File: src/rtl/wdt_pkg.sv
package wdt_pkg;
  localparam int OFS_CNT  = 'h0;
  localparam int OFS_THR  = 'h4;
  localparam int OFS_EN   = 'h8;
  localparam int OFS_SAFE = 'hC;

  typedef struct packed {
    logic loadCount;
    logic loadThr;
    logic loadEn;
  } ctlStrobes_t;
endpackage

File: src/rtl/wdt_ctrl.sv
module wdt_ctrl
  import wdt_pkg::*;
#(
  parameter int ADDR_W = 4,
  parameter int DATA_W = 32,
  parameter logic [DATA_W-1:0] KEY = 32'hF1D0DEAD
) (
  input  logic              clk,
  input  logic              rstN,
  input  logic [ADDR_W-1:0] busAddr,
  input  logic              busWe,
  input  logic [DATA_W-1:0] busWdata,
  output ctlStrobes_t       strobes
);
  logic armed;
  logic isKey;
  logic granted;

  assign isKey   = busWe && (busAddr == ADDR_W'(OFS_SAFE)) && (busWdata == KEY);
  assign granted = busWe && armed;

  // Any write consumes the unlock; only a key write re-arms it.
  always_ff @(posedge clk) begin
    if (!rstN)      armed <= 1'b0;
    else if (busWe) armed <= isKey;
  end

  always_comb begin
    strobes.loadCount = granted && (busAddr == ADDR_W'(OFS_CNT)) && (busWdata != '0);
    strobes.loadThr   = granted && (busAddr == ADDR_W'(OFS_THR));
    strobes.loadEn    = granted && (busAddr == ADDR_W'(OFS_EN));
  end


  strobe_onehot_chk: assert property (@(posedge clk) disable iff (!rstN)
    $onehot0(strobes));

  unlock_consumed_chk: assert property (@(posedge clk) disable iff (!rstN)
    (strobes != '0) |=> !armed);

  read_keeps_unlock_chk: assert property (@(posedge clk) disable iff (!rstN)
    (armed && !busWe) |=> armed);
endmodule

File: src/rtl/wdt_datapath.sv
module wdt_datapath
  import wdt_pkg::*;
#(
  parameter int ADDR_W = 4,
  parameter int DATA_W = 32
) (
  input  logic              clk,
  input  logic              rstN,
  input  ctlStrobes_t       strobes,
  input  logic [DATA_W-1:0] busWdata,
  input  logic [ADDR_W-1:0] busAddr,
  input  logic              tick,
  input  logic              thrClr,
  input  logic              toClr,
  output logic [DATA_W-1:0] busRdata,
  output logic              thrIrq,
  output logic              toIrq
);
  logic [DATA_W-1:0] cnt;
  logic [DATA_W-1:0] thrReg;
  logic              enReg;
  logic              decOk;
  logic [DATA_W-1:0] nextDec;
  logic              thrHit;
  logic              toHit;

  assign decOk   = enReg && tick && (cnt != '0) && !strobes.loadCount;
  assign nextDec = cnt - 1'b1;
  assign thrHit  = decOk && (thrReg != '0) && (nextDec == thrReg);
  assign toHit   = decOk && (nextDec == '0);

  always_ff @(posedge clk) begin
    if (!rstN) begin
      cnt    <= '0;
      thrReg <= '0;
      enReg  <= 1'b0;
    end else begin
      if (strobes.loadCount) cnt <= busWdata;
      else if (decOk)        cnt <= nextDec;
      if (strobes.loadThr)   thrReg <= busWdata;
      if (strobes.loadEn)    enReg  <= busWdata[0];
    end
  end

  always_ff @(posedge clk) begin
    if (!rstN) begin
      thrIrq <= 1'b0;
      toIrq  <= 1'b0;
    end else begin
      thrIrq <= thrHit | (thrIrq & ~thrClr);
      toIrq  <= toHit  | (toIrq  & ~toClr);
    end
  end

  always_comb begin
    busRdata = '0;
    if (busAddr == ADDR_W'(OFS_CNT))     busRdata = cnt;
    else if (busAddr == ADDR_W'(OFS_THR)) busRdata = thrReg;
    else if (busAddr == ADDR_W'(OFS_EN))  busRdata = {{(DATA_W-1){1'b0}}, enReg};
  end


  hold_when_stopped_chk: assert property (@(posedge clk) disable iff (!rstN)
    (!enReg && !strobes.loadCount) |=> $stable(cnt));

  step_of_one_chk: assert property (@(posedge clk) disable iff (!rstN)
    !strobes.loadCount |=> (cnt == $past(cnt) || cnt == $past(cnt) - 1'b1));

  timeout_at_zero_chk: assert property (@(posedge clk) disable iff (!rstN)
    $rose(toIrq) |-> (cnt == '0));

  stay_at_zero_chk: assert property (@(posedge clk) disable iff (!rstN)
    (cnt == '0 && !strobes.loadCount) |=> (cnt == '0));

  timeout_sticky_chk: assert property (@(posedge clk) disable iff (!rstN)
    (toIrq && !toClr) |=> toIrq);

  threshold_sticky_chk: assert property (@(posedge clk) disable iff (!rstN)
    (thrIrq && !thrClr) |=> thrIrq);
endmodule

File: src/rtl/wdt_keyguard.sv
module wdt_keyguard
  import wdt_pkg::*;
#(
  parameter int ADDR_W = 4,
  parameter int DATA_W = 32,
  parameter logic [DATA_W-1:0] KEY = 32'hF1D0DEAD
) (
  input  logic              clk,
  input  logic              rstN,
  input  logic [ADDR_W-1:0] busAddr,
  input  logic              busWe,
  input  logic [DATA_W-1:0] busWdata,
  output logic [DATA_W-1:0] busRdata,
  input  logic              tick,
  input  logic              thrClr,
  input  logic              toClr,
  output logic              thrIrq,
  output logic              toIrq
);
  ctlStrobes_t strobes;

  wdt_ctrl #(.ADDR_W(ADDR_W), .DATA_W(DATA_W), .KEY(KEY)) u_ctrl (
    .clk(clk), .rstN(rstN), .busAddr(busAddr), .busWe(busWe),
    .busWdata(busWdata), .strobes(strobes)
  );

  wdt_datapath #(.ADDR_W(ADDR_W), .DATA_W(DATA_W)) u_dp (
    .clk(clk), .rstN(rstN), .strobes(strobes), .busWdata(busWdata),
    .busAddr(busAddr), .tick(tick), .thrClr(thrClr), .toClr(toClr),
    .busRdata(busRdata), .thrIrq(thrIrq), .toIrq(toIrq)
  );
endmodule

File: config.mk
export PLATFORM = sky130hd
export DESIGN_NAME = wdt_keyguard
export DESIGN_NICKNAME = d
export VERILOG_FILES = /design/src/rtl/wdt_pkg.sv /design/src/rtl/wdt_ctrl.sv /design/src/rtl/wdt_datapath.sv /design/src/rtl/wdt_keyguard.sv
export SDC_FILE = /design/constraint.sdc
export NUM_CORES = 1
export LEC_CHECK = 0
export BUFFER_PORTS_ARGS = -buffer_cell sky130_fd_sc_hd__buf_2
export CAP_MARGIN = 25
export CORE_MARGIN = 3
export CORE_UTILIZATION = 25
export CTS_CLUSTER_DIAMETER = 60
export DETAILED_ROUTE_END_ITERATION = 8
export GPL_TIMING_DRIVEN = 0
export PLACE_DENSITY_LB_ADDON = 0.15
export SLEW_MARGIN = 25
export SYNTH_ARGS = -nofsm -noshare
export SYNTH_HDL_FRONTEND = slang
export SYNTH_SLANG_ARGS = --single-unit
File: constraint.sdc
create_clock -name clk -period 3.86 [get_ports clk]
set_input_delay 0.579 -clock clk [delete_from_list [all_inputs] [get_ports clk]]
set_output_delay 0.579 -clock clk [all_outputs]
set_load 0.1 [all_outputs]
==> results of run 1 <==
## worst max-delay path by stage
| stage | startpoint | to | slack (ns) |
|---|---|---|---|
| after floorplan | busAddr[3] | busRdata[0] | 0.44 |
| after detailed placement | busWdata[1] | u_dp.thrIrq | 0.07 |
| after CTS | u_dp.cnt[0] | u_dp.thrIrq | 0.30 |
| after global routing | u_dp.cnt[0] | u_dp.thrIrq | 0.07 |
| final | u_dp.cnt[0] | u_dp.thrIrq | 0.30 |
| after global placement | busWdata[1] | u_dp.thrIrq | 0.06 |
## registers in the layout (all words and copies together) (netlist names)
signal and count:
u_dp.cnt 32, u_dp.thrReg 32, u_ctrl.armed 1, u_dp.enReg 1, u_dp.thrIrq 1, u_dp.toIrq 1
## layout make-up
cell class | instances | area share (%)
plain buffers | 58 | 4.293
multi-input cells | 483 | 55.23
well taps | 260 | 5.581
flip-flops and latches | 68 | 23.35
clock inverters | 2 | 0.1717
clock buffers | 14 | 4.357
inverters | 9 | 0.5795
repair buffers | 75 | 6.439
## critical path, stage by stage, from the launching register on
cell,delay (ns)
dfxtp_1,0.31
buf_2,0.18
inv_1,0.07
ha_1,0.19
nor3b_4,0.44
nand3_1,0.35
or3_1,0.44
nor4_1,0.37
xnor2_1,0.19
xnor2_1,0.17
or4_1,0.55
o31ai_2,0.21
## through the flow
stage	util [%]	worst slack [ns]
3_5_place_dp	29.46	0.07190
2_1_floorplan	-	0.4444
3_3_place_gp	29.39	0.06058
5_1_grt	30.85	0.07334
6_report	30.85	0.2976
4_1_cts	30.85	0.2963
## layer usage
layer  GRT usage, %  part of all wire (%)  wire [microns]
met1          25.98                    48            9459
met2          28.86                    45            8768
met3          3.310                   5.7            1122
met4          4.701                   1.5             286
met5              0                     0               0
## power by group
| part | internal [mW] | switching (mW) | total (mW) |
|---|---|---|---|
| sequential | 0.702 | 0.000000000000389 | 0.702 |
| combinational | 0.0260 | 0.0554 | 0.0813 |
| clock | 0.451 | 0.313 | 0.764 |
## cell usage in the layout, fill, tap and decap left out, types with 3 or more instances in the layout
| cell type | netlist | final |
|---|---|---|
| buf_2 | 8 | 83 |
| or4_1 | 6 | 6 |
| nand3_1 | 16 | 16 |
| a311oi_1 | 5 | 5 |
| nor2b_1 | 3 | 3 |
| inv_1 | 8 | 8 |
| nor3_2 | 3 | 3 |
| nand4_1 | 10 | 10 |
| or3_1 | 15 | 15 |
| clkbuf_16 | 0 | 9 |
| a211oi_1 | 8 | 8 |
| a22o_1 | 31 | 31 |
| a21boi_0 | 32 | 32 |
| or2_2 | 3 | 3 |
| and3_1 | 3 | 3 |
| nand2_1 | 110 | 110 |
| mux2i_1 | 4 | 4 |
| o21ai_0 | 14 | 14 |
| dfxtp_1 | 68 | 68 |
| nor2_1 | 31 | 31 |
| a31oi_1 | 6 | 6 |
| xnor2_1 | 42 | 42 |
| nor3_1 | 14 | 14 |
| nor4_1 | 33 | 32 |
| clkbuf_1 | 46 | 50 |
| o211a_1 | 17 | 17 |
| nand3b_1 | 3 | 3 |
| buf_6 | 3 | 3 |
| o211ai_1 | 3 | 3 |
| a21oi_1 | 3 | 3 |
| xor2_1 | 34 | 34 |
## cells by family (layout without fill, tap and decap cells)
| logic type | after synthesis | in the layout | synth area share [%] |
|---|---|---|---|
| AOI/OAI and AO/OA | 133 | 133 | 22.07 |
| muxes | 4 | 4 | 0.8252 |
| DFF | 68 | 68 | 28.06 |
| and+or+nand+nor | 268 | 268 | 28.96 |
| xor gates and xnor gates | 76 | 76 | 13.72 |
| adders and majority gates | 2 | 2 | 0.5156 |
| buffers and inverters | 67 | 158 | 5.853 |
==> results_dict.tcl, run 1 <==
set metrics [dict create \
    status "completed" \
    synth_top_area_share_pct 28.06 \
    grt.total_usage_pct 18.34 \
    clk_path_buf_depth 2 \
    power_leakage_nw 2.437 \
    die_w_microns 145.3 \
    r2r_start "u_dp.cnt[0]" \
    slew_violations 0 \
    min_path_cells 2 \
    avgSynthCellArea_sq_um 7.851 \
    ys_seq_area_share_pct 28.06 \
    area_delta_synth_final_pct 20.14 \
    holdWs_ns 0.4994 \
    skew_ns 0.006741 \
    syn_area_sq_mm 0.004852 \
    syn-num-nets 662 \
    numCtsBuffers 9 \
    die_h_microns 145.3 \
    r2r_end "u_dp.thrIrq" \
    hold_buffers 0 \
    synth_warnings 0 \
    grt_pass1_wl_microns 29950 \
    worstHoldStart "u_dp.toIrq" \
    min_period_over_period_pct 92.29 \
    cts_root_buf "clkbuf_16" \
    clk_pin_slew_ns 0.06 \
    first_global_vias 4870 \
    port_buffers 75 \
    ys_ff_latch 68 \
    fillers 2101 \
    grt_setup_unrepaired "no" \
    worstSetupStartpointType "flop" \
    critPathRequiredTime_ns 4.12 \
    drv_cap 0 \
    max_freq_ghz 0.2807 \
    die-area_sq_mm 0.02112 \
    coreArea_sq_mm 0.01889 \
    finalHoldViolCount 0 \
    max-slew-margin-rel_pct 38.48 \
    async_flop_share_pct 0 \
    cts_tree "yes" \
    place_area_sq_mm 0.005565 \
    clkLatencyLatePin_ns 0.35 \
    multi_input_comb_area_sq_mm 0.003219 \
    post_cts_buffers 0 \
    setup_viol 0 \
    period_needed_ns 3.562 \
    drc 0 \
    grt_max_degree 11 \
    seq_area_sq_mm 0.001361 \
    hold-path-endpoint "u_dp.toIrq" \
    routed_wl_microns 19640 \
    setup-tns-final_ns 0 \
    worstPathArrival_ns 3.83 \
    num_rows 50 \
    worst_pin_slew_ns 0.9144 \
    drive_gt1_share_pct 16.50 \
    viasPerCell 5.206 \
    crit_type "reg -> reg" \
    diodes 0 \
    yosysMostFrequentCell "nand2_1" \
    start_util_pct 25.68 \
    ys.flop_type "dfxtp_1" \
    antenna_found_initial 0 \
    fin_cells 969 \
    synth_edf_count 0 \
    dp_hpwl_microns 15170 \
    peakVddDrop_uv 197.2 \
    route.detailed.wl_per_inst_microns 20.26 \
    gp_congestion 0.9019 \
    post_cts_resized 0 \
    synth_area_leaders "dfxtp_1 (28%), nand2_1 (8.5%), xnor2_1 (7.6%)" \
    grt-ovfl-total 0 \
    drtIter0Drc 424 \
    worstRegToRegCells 11 \
    p_total_mw 1.547 \
    vias 5045 \
    clock-sinks 68 \
    holdCritPathClass "reg -> reg" \
    synth_top_cell_by_area "dfxtp_1" \
    ios 76 \
    cp_max_fo 9 \
    nets 748 \
    netlist_top_cells_count "nand2_1 (110), dfxtp_1 (68), clkbuf_1 (46)" \
    antenna_left 0 \
    drt_pass1_iterations 5 \
    end_kind "flop" \
    yosysUniqueCellTypes 58 \
    dp.cells 953 \
    fin_area_sq_mm 0.005829 \
    cts-htree-levels 3 \
    synthCells 618 \
    powerDensity_mw_per_mm2 265.4 \
    reg2reg_slack_ns 0.30 \
]
No activity file was read; power rests on OpenSTA's default activity.
==> inputs of run 2 (changes only) <==
--- a/config.mk
+++ b/config.mk
@@ -13,6 +13,7 @@
 export DETAILED_ROUTE_END_ITERATION = 8
 export GPL_TIMING_DRIVEN = 0
 export PLACE_DENSITY_LB_ADDON = 0.15
+export RECOVER_POWER = 50
 export SLEW_MARGIN = 25
 export SYNTH_ARGS = -nofsm -noshare
 export SYNTH_HDL_FRONTEND = slang
==> run 2 against run 1 <==
Via count is essentially flat. Combinational power shrank 0.9%. Sequential power is essentially flat. Setup slack lost 0.18 ns. Final area shrank 0.21%. First-iteration DRC count is the same. Final cell count is the same. Register-to-register slack is essentially flat. Clock skew is essentially flat. Hold slack gained 0.00097 ns. Critical path depth shrank 6. Highest routed layer unchanged.
==> results_dict.tcl, run 2 (synthesis gave the netlist of run 1 again) <==
set metrics [dict create \
    nets 748 \
    worstSetupStartpointType "input port" \
    max_freq_ghz 0.2675 \
    hold_buffers 0 \
    swShare_pct 23.75 \
    cp_max_fo 10 \
    dp.cells 953 \
    coreArea_sq_mm 0.01889 \
    clk_path_buf_depth 2 \
    worst_pin_slew_ns 1.448 \
    clockPowerShare_pct 49.4 \
    first_global_vias 4870 \
    die_w_microns 145.3 \
    internal-power_mw 1.179 \
    num_rows 50 \
    antenna_found_initial 0 \
    dp_hpwl_microns 15170 \
    clk_pin_slew_ns 0.06 \
    final_cell_mix "nand2_1 (110), dfxtp_1 (68), buf_2 (64)" \
    top_regs "u_dp.cnt (32), u_dp.thrReg (32)" \
    worstHoldStart "u_dp.toIrq" \
    post_cts_buffers 0 \
    drive_gt1_share_pct 15.66 \
    drv_cap 0 \
    worstPathArrival_ns 3.16 \
    drc 0 \
    gp_congestion 0.9019 \
    grt_setup_unrepaired "no" \
    r2r_start "u_dp.cnt[0]" \
    slew_violations 0 \
    p_seq_share_pct 45.4 \
    route.detailed.wl_per_inst_microns 20.25 \
    status "completed" \
    min_period_over_period_pct 96.84 \
    setup_viol 0 \
    cts_root_buf "clkbuf_16" \
    finalHoldViolCount 0 \
    holdCritPathClass "reg -> reg" \
    end_kind "output pin" \
    die_h_microns 145.3 \
    skew_ns 0.006691 \
    drt_pass1_iterations 5 \
    clock-sinks 68 \
    fin_cells 969 \
    min_path_cells 2 \
    cts-htree-levels 3 \
    pwr-share-comb_pct 5.2 \
    vias 5047 \
    numCtsBuffers 9 \
    worstRegToRegCells 11 \
    routed_wl_microns 19620 \
    grt_pass1_wl_microns 29950 \
    post_cts_resized 0 \
    peakVddDrop_uv 196.6 \
    clkLatencyLatePin_ns 0.35 \
    viasPerCell 5.208 \
    setup-tns-final_ns 0 \
    port_buffers 75 \
    grt_max_degree 11 \
    start_util_pct 25.68 \
    cts_tree "yes" \
    crit_type "in -> out" \
    grt-ovfl-total 0 \
    drtIter0Drc 424 \
    diodes 0 \
    die-area_sq_mm 0.02112 \
    critPathRequiredTime_ns 3.28 \
    mostFrequentLayoutCell "nand2_1" \
    startpoint "busAddr[3]" \
    powerDensity_mw_per_mm2 265.8 \
    period_needed_ns 3.738 \
    max-slew-margin-rel_pct 2.088 \
    grt.total_usage_pct 18.34 \
    antenna_left 0 \
    ios 76 \
    power_leakage_nw 2.403 \
    switchingPower_mw 0.3672 \
    area_delta_synth_final_pct 19.88 \
]
## run 2: changes by cell type in the layout (fill, tap and decap cells not counted), sizes merged
cell / previous run / this run
clkbuf: 60 / 79
buf: 87 / 68
## run 2: power by group through the flow
stage | clock network, mW | registers, mW | logic [mW]
5_1_grt | 0.808 | 0.702 | 0.0868
4_1_cts | 0.788 | 0.702 | 0.0813
2_1_floorplan | 0 | 0.717 | 0.0222
3_3_place_gp | 0 | 0.717 | 0.0794
6_report | 0.763 | 0.702 | 0.0806
3_5_place_dp | 0 | 0.717 | 0.0811
## run 2: worst paths after layout
path / slack [ns] / end
setup / recovery: 0.12 / busRdata[20]
hold / removal: 0.50 / u_dp.toIrq
setup reg to reg: 0.30 / u_dp.thrIrq
hold reg to reg: 0.50 / u_dp.toIrq
## run 2: final cells by class
type                            instances  area [sq um]
Clock inverter                          2         10.01
Inverter                                9         33.78
Sequential cell                        68          1361
Clock buffer                           14         254.0
Timing Repair Buffer                   75         369.1
Tap cell                              260         325.3
Multi-Input combinational cell        483          3213
Buffer                                 58         250.2
Fill cell                            2099         13080
## run 2: layer usage
layer  share of wire [%]  up-vias  wire (microns)  global-route usage (%)
met2                  45      178            8759                   28.86
met1                  48     2440            9439                   25.98
met5                   0        -               0                       0
met4                 1.5        0             286                   4.701
li1                    -     2406               -                       -
met3                 5.8       23            1133                   3.310
## run 2: worst max-delay path, stage by stage
cell      delay (ns)
buf_2           0.13
nor4b_1         1.20
clkbuf_1        0.53
a22o_1          0.28
buf_2           0.44
## run 2: through the flow
step / area (sq um) / total power, mW / hold slack (ns) / setup WS, ns / utilization (%)
2_1_floorplan: 4852 / 0.7395 / 0.4799 / 0.4444 / -
3_3_place_gp: 5553 / 0.7966 / 0.4848 / 0.06058 / 29.39
3_5_place_dp: 5565 / 0.7984 / 0.4920 / 0.07190 / 29.46
4_1_cts: 5829 / 1.571 / 0.4974 / 0.2963 / 30.85
5_1_grt: 5817 / 1.597 / 0.5124 / 0.05162 / 30.79
6_report: 5817 / 1.546 / 0.5003 / 0.1222 / 30.79
==> inputs of run 3 (changes only) <==
--- a/config.mk
+++ b/config.mk
@@ -17,4 +17,5 @@
 export SLEW_MARGIN = 25
 export SYNTH_ARGS = -nofsm -noshare
 export SYNTH_HDL_FRONTEND = slang
+export SYNTH_HIERARCHICAL = 1
 export SYNTH_SLANG_ARGS = --single-unit
==> run 3 against run 2 <==
Flip-flop and latch count stayed put. Wire length hardly changed. Final area is 2.6% higher. Maximum frequency is 1.7% lower. Setup slack worse by 0.065 ns. Clock skew hardly changed. Total power is 6.7% higher. Synthesized cell count is 2.9% lower. Area after synthesis is 1.8% higher. First-iteration DRC count is 9.0% lower. Combinational power is 3.5% higher. Critical endpoint is now u_dp/thrIrq. Highest routed layer unchanged.
==> results_dict.tcl, run 3 <==
set metrics [dict create \
    netlist_top_cells_count "dfxtp_1 (68), xnor2_1 (57), nand2_1 (43)" \
    place_area_sq_mm 0.005652 \
    area_delta_synth_final_pct 20.80 \
    cts-htree-levels 3 \
    dp_slack_ns -0.1544 \
    powerDensity_mw_per_mm2 276.4 \
    skew_ns 0.006811 \
    start_util_pct 25.88 \
    max-slew-margin-rel_pct 15.94 \
    first_global_vias 4679 \
    met1_usage_pct 26.14 \
    worstSetupStartpointType "input port" \
    grt_max_degree 13 \
    syn-num-nets 644 \
    cp_max_fo 7 \
    synth_xor_area_share_pct 14.72 \
    synth-simple-area-share_pct 30.07 \
    critPathRequiredTime_ns 4.12 \
    clkLatencyLatePin_ns 0.35 \
    setup_ws_ns 0.05757 \
    use_met2_pct 27.23 \
    diodes 0 \
    mostFrequentLayoutCell "dfxtp_1" \
    setup_viol 0 \
    grt.total_usage_pct 18.00 \
    yosysMostFrequentCell "dfxtp_1" \
    setup-tns-final_ns 0 \
    cts_tree "yes" \
    coreArea_sq_mm 0.01908 \
    ys.flop_type "dfxtp_1" \
    num_rows 50 \
    worst_pin_slew_ns 1.249 \
    end_kind "flop" \
    holdCritPathClass "reg -> reg" \
    clk_path_buf_depth 2 \
    die_w_microns 146.6 \
    fin_area_sq_mm 0.005966 \
    synth_fa_ha_area_share_pct 0.5067 \
    grt-ovfl-total 0 \
    viasPerCell 5.114 \
    dp_hpwl_microns 14960 \
    top_regs "u_dp/cnt (32), u_dp/thrReg (32)" \
    status "completed" \
    grt_most_used_layer "met2" \
    yosysUniqueCellTypes 62 \
    synth_compound_area_share_pct 15.10 \
    power_leakage_nw 2.202 \
    synth_top_area_share_pct 27.57 \
    period_needed_ns 3.802 \
    worstPathArrival_ns 4.06 \
    gp_congestion 0.9123 \
    antenna_found_initial 0 \
    clk_pin_slew_ns 0.06 \
    drc 0 \
    drive_gt1_share_pct 17.15 \
    min_period_over_period_pct 98.51 \
    peakVddDrop_uv 193.5 \
    final_cell_mix "dfxtp_1 (68), buf_2 (67), xnor2_1 (57)" \
    antenna_left 0 \
    ys_seq_area_share_pct 27.57 \
    routed_wl_microns 19610 \
    synth_edf_count 0 \
    crit_type "in -> reg" \
    use_met3_pct 2.980 \
    die-area_sq_mm 0.02148 \
    ios 76 \
    max_freq_ghz 0.2630 \
    ys_ff_latch 68 \
    synth_warnings 6 \
    route.detailed.wl_per_inst_microns 20.56 \
    syn_area_sq_mm 0.004938 \
    grt_setup_unrepaired "no" \
    die_h_microns 146.6 \
    synth_top_cell_by_area "dfxtp_1" \
    synth_top_family_by_area "simple AND/OR/NAND/NOR gates" \
    grt_pass1_wl_microns 29630 \
    clock-sinks 68 \
    numCtsBuffers 9 \
    port_buffers 75 \
    drv_cap 0 \
    avgSynthCellArea_sq_um 8.231 \
    cts_root_buf "clkbuf_16" \
    synthCells 600 \
    async_flop_share_pct 0 \
    drtIter0Drc 386 \
    slew_violations 0 \
    synth_area_leaders "dfxtp_1 (28%), xnor2_1 (10%), mux2i_1 (6.9%)" \
    synthMuxAreaShare_pct 6.891 \
    drt_pass1_iterations 5 \
    vias 4879 \
    nets 733 \
    finalHoldViolCount 0 \
]
[run 3: worst paths after layout]
| check | startpoint | end | slack, ns | depth (start not counted) |
|---|---|---|---|---|
| hold / removal | u_dp/thrIrq | u_dp/thrIrq | 0.51 | 2 |
| setup reg to reg | u_dp/cnt[9] | u_dp/thrIrq | 0.30 | 9 |
| hold reg to reg | u_dp/thrIrq | u_dp/thrIrq | 0.51 | 2 |
| setup / recovery | busWdata[1] | u_dp/thrIrq | 0.06 | 10 |
[run 3: metal layers]
| layer | vias to the layer above | share of wire [%] |
|---|---|---|
| met1 | 2335 | 48 |
| met2 | 194 | 44 |
| met3 | 30 | 5.4 |
| li1 | 2320 | - |
| met5 | - | 0 |
| met4 | 0 | 2.0 |
[run 3: worst max-delay path: stages]
cell       delay (ns)
buf_2            0.13
nor4_1           0.79
nand4_1          0.47
nor3_1           0.29
nor3_1           0.07
clkbuf_1         0.18
nor3b_1          0.48
o2111ai_1        0.21
or4_1            0.57
o31ai_1          0.28
[run 3: area by class of cell]
type	instances	area, sq um
Multi-Input combinational cell	474	3329
Clock buffer	10	239.0
Sequential cell	68	1361
Inverter	8	30.03
Fill cell	2094	13120
Tap cell	260	325.3
Buffer	50	224.0
Clock inverter	6	63.81
Timing Repair Buffer	78	392.9
[run 3: repair_timing]
| action | CTS | global route |
|---|---|---|
| endpoints found under the setup margin | 0 | 1 |
| resized for setup | 0 | 0 |
| hold buffers | 0 | 0 |
| buffers inserted | 0 | 3 |
[run 3: kinds of logic after synthesis]
| kind of cell | after synthesis |
|---|---|
| buf+inv | 58 |
| flops | 68 |
| simple gates | 251 |
| compound gates | 104 |
| mux | 34 |
| fa+ha+maj | 2 |
| xor+xnor | 83 |
[run 3: stage by stage]
stage	total power, mW	instances	utilization [%]	hold slack, ns
after floorplan	0.7403	600	-	0.4600
after global placement	0.7995	935	29.55	0.4857
after detailed placement	0.8008	935	29.62	0.4806
after CTS	1.668	951	31.21	0.4968
after global routing	1.698	954	31.27	0.5283
final	1.649	954	31.27	0.5123
[run 3: where the power goes]
part / switching (mW) / internal, mW / total, mW
clock network: 0.347 / 0.517 / 0.864
registers: 0.000000000000280 / 0.702 / 0.702
logic: 0.0556 / 0.0279 / 0.0834
total: 0.403 / 1.25 / 1.65
